<file path="src/rtl/bcd_adj_pkg.sv">
package bcd_adj_pkg;
  localparam int DIGIT_W = 4;
  localparam int BYTE_W  = 2 * DIGIT_W;
  localparam logic [DIGIT_W-1:0] MAX_DIGIT = 4'd9;
  localparam logic [DIGIT_W-1:0] FIX_DIGIT = 4'd6;

  typedef struct packed {
    logic lowFix;     // apply 6 to the low digit
    logic highFix;    // apply 6 to the high digit
    logic lowBorrow;  // subtract-only borrow from the low correction
  } fixStrobeT;
endpackage

</file>
<file path="src/rtl/dec_adj_ctrl.sv">
module dec_adj_ctrl
  import bcd_adj_pkg::*;
(
  input  logic [BYTE_W-1:0] rawByte,
  input  logic              carryIn,
  input  logic              auxIn,
  input  logic              isSub,
  output fixStrobeT         strobe
);
  logic [DIGIT_W-1:0] lowDigit;
  logic               byteOverLimit;
  logic               byteBelowFix;

  assign lowDigit      = rawByte[DIGIT_W-1:0];
  assign byteOverLimit = rawByte > {MAX_DIGIT, MAX_DIGIT};
  assign byteBelowFix  = rawByte < BYTE_W'(FIX_DIGIT);

  always_comb begin
    strobe.lowFix    = (lowDigit > MAX_DIGIT) || auxIn;
    // high decision is taken on the byte as it arrived
    strobe.highFix   = byteOverLimit || carryIn;
    strobe.lowBorrow = isSub && strobe.lowFix && byteBelowFix;
  end
endmodule

</file>
<file path="src/rtl/dec_adj_datapath.sv">
module dec_adj_datapath
  import bcd_adj_pkg::*;
#(
  parameter bit PIPE_STAGE = 1'b1
) (
  input  logic              clk,
  input  logic              rstN,
  input  logic              inValid,
  input  logic [BYTE_W-1:0] rawByte,
  input  logic              isSub,
  input  fixStrobeT         strobe,
  output logic              outValid,
  output logic [BYTE_W-1:0] adjByte,
  output logic              carryOut,
  output logic              auxOut,
  output logic              zeroOut
);
  logic [BYTE_W-1:0] corrValue;
  logic [BYTE_W-1:0] nextByte;
  logic              nextCarry;
  logic              nextAux;
  logic              nextZero;

  always_comb begin
    corrValue = {(strobe.highFix ? FIX_DIGIT : '0), (strobe.lowFix ? FIX_DIGIT : '0)};
    nextByte  = isSub ? (rawByte - corrValue) : (rawByte + corrValue);
    nextCarry = strobe.highFix || strobe.lowBorrow;
    nextAux   = strobe.lowFix;
    nextZero  = (nextByte == '0);
  end

  generate
    if (PIPE_STAGE) begin : gRegistered
      always_ff @(posedge clk or negedge rstN) begin
        if (!rstN) begin
          outValid <= 1'b0;
          adjByte  <= '0;
          carryOut <= 1'b0;
          auxOut   <= 1'b0;
          zeroOut  <= 1'b0;
        end else begin
          outValid <= inValid;
          if (inValid) begin
            adjByte  <= nextByte;
            carryOut <= nextCarry;
            auxOut   <= nextAux;
            zeroOut  <= nextZero;
          end
        end
      end
    end else begin : gDirect
      assign outValid = inValid;
      assign adjByte  = nextByte;
      assign carryOut = nextCarry;
      assign auxOut   = nextAux;
      assign zeroOut  = nextZero;
    end
  endgenerate
endmodule

</file>
<file path="src/rtl/bcd_byte_adjust.sv">
module bcd_byte_adjust
  import bcd_adj_pkg::*;
#(
  parameter bit PIPE_STAGE = 1'b1
) (
  input  logic       clk,
  input  logic       rstN,
  input  logic       inValid,
  input  logic [7:0] rawByte,
  input  logic       carryIn,
  input  logic       auxIn,
  input  logic       isSub,
  output logic       outValid,
  output logic [7:0] adjByte,
  output logic       carryOut,
  output logic       auxOut,
  output logic       zeroOut
);
  fixStrobeT strobe;

  dec_adj_ctrl uCtrl (
    .rawByte (rawByte),
    .carryIn (carryIn),
    .auxIn   (auxIn),
    .isSub   (isSub),
    .strobe  (strobe)
  );

  dec_adj_datapath #(.PIPE_STAGE(PIPE_STAGE)) uPath (
    .clk      (clk),
    .rstN     (rstN),
    .inValid  (inValid),
    .rawByte  (rawByte),
    .isSub    (isSub),
    .strobe   (strobe),
    .outValid (outValid),
    .adjByte  (adjByte),
    .carryOut (carryOut),
    .auxOut   (auxOut),
    .zeroOut  (zeroOut)
  );
endmodule

</file>
<file path="config.mk">
export PLATFORM = sky130hd
export DESIGN_NAME = bcd_byte_adjust
export DESIGN_NICKNAME = d
export VERILOG_FILES = /design/src/rtl/bcd_adj_pkg.sv /design/src/rtl/dec_adj_ctrl.sv /design/src/rtl/dec_adj_datapath.sv /design/src/rtl/bcd_byte_adjust.sv
export SDC_FILE = /design/constraint.sdc
export NUM_CORES = 1
export LEC_CHECK = 0
export BUFFER_PORTS_ARGS = -buffer_cell sky130_fd_sc_hd__buf_2
export CORE_MARGIN = 1.5
export CORE_UTILIZATION = 53
export DETAILED_ROUTE_END_ITERATION = 8
export PLACE_DENSITY = 0.79
export SLEW_MARGIN = 25
export SYNTH_ARGS = -nofsm -noshare
export SYNTH_HDL_FRONTEND = slang
export SYNTH_HIERARCHICAL = 1
export SYNTH_SLANG_ARGS = --single-unit
</file>
<file path="constraint.sdc">
create_clock -name clk -period 1.3 [get_ports clk]
set_input_delay 0.195 -clock clk [delete_from_list [all_inputs] [get_ports clk]]
set_output_delay 0.195 -clock clk [all_outputs]
set_load 0.02 [all_outputs]
</file>
==> qor.csv <==
metric;value;unit
netlist.top_cell.by_area;sky130_fd_sc_hd__dfrtp_1;
yosysWarnings;6;
synth_enable_flop_cells;0;
setup_violations;6;
die_area;0.00184;sq mm
clock_sink_count;12;
required_time_reported_for_the_critical_path_endpoint;1.46;ns
clock_path_buffers;2;
synthTopCellsByCount;12 x sky130_fd_sc_hd__dfrtp_1, 10 x sky130_fd_sc_hd__ha_1, 8 x sky130_fd_sc_hd__mux2_2;
grt_overflow_total;0;
detail_route.iter0.violations;24;
routed_wl;4.01;mm
ant_nets_after_route;0;
path_clk_slew;0.07;ns
grt_pass1_vias;920;
final_util;97.3;%
gp_routability_congestion;0.827;
hold_path_startpoint;rawByte[0];
finish.cell_count_without_fillers;149;
yosys.cell_types.count;26;
layout_cell_share_with_drive_strength_beyond_1;66.2;%
groute.usage.overall;32.9;%
crit_start;rawByte[6];
wire_length_of_the_first_global_routing_pass;4.39;mm
achievable_clock_frequency;431;MHz
timing.final.ws_setup;-1.02;ns
avgSynthCellArea;10.4;sq um
clock_buffers_created_by_tritoncts;3;
core_area;0.00149;sq mm
io_buffers;25;
worst-endpoint-arrival;2.49;ns
part_of_the_yosys_area_used_for_sequential_elements;35.7;%
ys_seq_elements;12;
remaining_drc_errors;0;
dpl.hpwl;1.78;mm
total_leakage_power;0.689;nW
failed_checks;setup timing;
end_kind;flip-flop;
synth_nets;105;
grt_max_degree;14;
tritoncts;yes;
ir_worst_vdd;1.07;mV
setup.worst_path.class;input port to flip-flop;
detail_route.first_pass.iterations;4;
netlist_area;842;sq um
grt_setup_unrepaired;yes;
synthToLayoutAreaGrowth;72.1;%
io_pins;26;
synthDominantCellAreaShare;35.7;%
layout.cell_area.non_filler;0.00145;sq mm
critical_path_peak_fanout;2;
routed_wire_length_per_instance;26.9;microns
postSynthCellCount;81;
cp_launch_type;input port;
die_w;42.9;microns
clock_skew;0;ns
worst_slew_pin_slew;0.350;ns
synthFlopType;sky130_fd_sc_hd__dfrtp_1;
yosys-top-cells-area;sky130_fd_sc_hd__dfrtp_1 36%, sky130_fd_sc_hd__ha_1 15%, sky130_fd_sc_hd__mux2_2 11%, sky130_fd_sc_hd__xnor2_1 5.2%, sky130_fd_sc_hd__mux2i_1 3.6%;
timing.final.crit_period;2.32;ns
slew_headroom;76.6;%
placed_cells;142;
yosysMostFrequentCell;sky130_fd_sc_hd__dfrtp_1;
postPlaceCellArea;0.00117;sq mm
final_max_slew_viol_count;0;
detailroute.via_count;958;
route.detailed.vias_per_inst;6.43;
initial_utilization;56.6;%
clkLatencyLatePin;0.27;ns
placement.setup.worst_slack;-1.15;ns
final-hold-violation-count;0;
worst_hold_path_type;input port to flip-flop;
run_status;complete, but fails checks;
r2r_start;uPath/adjByte[0];
period_share;179;%
rows;14;
postSynth.asyncResetShare;100;%
power.density;1110;mW/mm^2
cts_root_buffer;sky130_fd_sc_hd__clkbuf_4;
antenna-diode-count;0;
cts-htree-levels;1;
grt_antenna_before_repair;0;
cap_viol_max_count;0;
post_route_worst_hold_slack;0.242;ns
die_h;42.9;microns
final_net_count;159;
stage by stage:
stage	total power, mW	TNS [ns]
final	1.61	-3.82
after global routing	1.65	-3.75
after CTS	1.41	-2.69
after detailed placement	1.11	-5.14
after global placement	1.08	-4.44
after floorplan	0.849	-3.31
worst max-delay path, stage by stage:
cell and delay (ns):
sky130_fd_sc_hd__buf_2 0.12, sky130_fd_sc_hd__o21ai_2 0.17, sky130_fd_sc_hd__o211ai_1 0.19, sky130_fd_sc_hd__inv_2 0.14, sky130_fd_sc_hd__ha_4 0.21, sky130_fd_sc_hd__mux2i_1 0.21, sky130_fd_sc_hd__ha_1 0.30, sky130_fd_sc_hd__xor2_1 0.17
sky130_fd_sc_hd__or4b_4 0.52, sky130_fd_sc_hd__o32ai_2 0.25
kinds of logic (layout without fill, tap and decap cells):
logic type / after synthesis / in the layout / share of synthesized area [%]
xor+xnor: 7 / 7 / 7.28
buf+inv: 7 / 59 / 3.12
compound gates: 15 / 15 / 11.7
simple gates: 19 / 19 / 13.1
flops: 12 / 12 / 35.7
fa+ha+maj: 10 / 10 / 14.9
mux: 11 / 11 / 14.3
cells in the final DEF (no fill, tap or decap), drive strengths merged, types with 2 or more instances in the layout:
master / netlist / routed
nor2: 7 / 7
xor2: 2 / 2
xnor2: 5 / 5
nand2: 3 / 3
dfrtp: 12 / 12
o211ai: 2 / 2
inv: 6 / 6
clkbuf: 0 / 3
o21ai: 4 / 4
ha: 10 / 10
mux2: 8 / 8
buf: 1 / 49
mux2i: 3 / 3
a21oi: 4 / 4
nand2b: 3 / 3
area by class of cell:
| class | instances | area [sq um] |
|---|---|---|
| flip-flops and latches | 12 | 300 |
| repair buffers | 50 | 365 |
| multi-input cells | 62 | 718 |
| inverters | 6 | 22.5 |
| fillers | 26 | 40.0 |
| well taps | 16 | 20.0 |
| clock buffers | 3 | 22.5 |
per-layer routing:
metal  GRT usage, %  vias to the layer above  share of wire [%]
li1               -                      393                  -
met1           39.9                      462                 36
met2           59.7                       73                 50
met3           8.09                       30                7.3
met4           3.75                        0                7.1
met5              0                        -                  0
sequential cells by signal (all words and copies together), names as in the netlist:
name,cells
uPath/adjByte,8
uPath/auxOut,1
uPath/outValid,1
uPath/carryOut,1
uPath/zeroOut,1
what timing repair did:
action                                  4_1_cts  5_1_grt
buffers inserted                              1        2
hold buffers                                  1        0
hold endpoints to repair                     12        0
gates resized for setup                      26       19
pin swaps                                    12        9
endpoints found under the setup margin        6        6
final timing paths:
path / end / slack, ns / depth (start not counted)
worst max-delay path: uPath/zeroOut / -1.02 / 10
worst min-delay path: uPath/adjByte[0] / 0.24 / 2
worst max register to register: uPath/adjByte[0] / 0.48 / 1
worst min register to register: uPath/adjByte[2] / 0.52 / 1
max in group asynchronous: uPath/adjByte[5] / 0.73 / 2
min in group asynchronous: uPath/outValid / 0.35 / 2
power breakdown:
| part | internal (mW) | leakage (nW) | total [mW] | switching (mW) |
|---|---|---|---|---|
| Combinational | 0.413 | 0.535 | 0.883 | 0.471 |
| Sequential | 0.451 | 0.140 | 0.502 | 0.0509 |
| Clock | 0.107 | 0.0138 | 0.222 | 0.115 |
| Total | 0.971 | 0.689 | 1.61 | 0.636 |
Power figures use the tool's default switching activity.
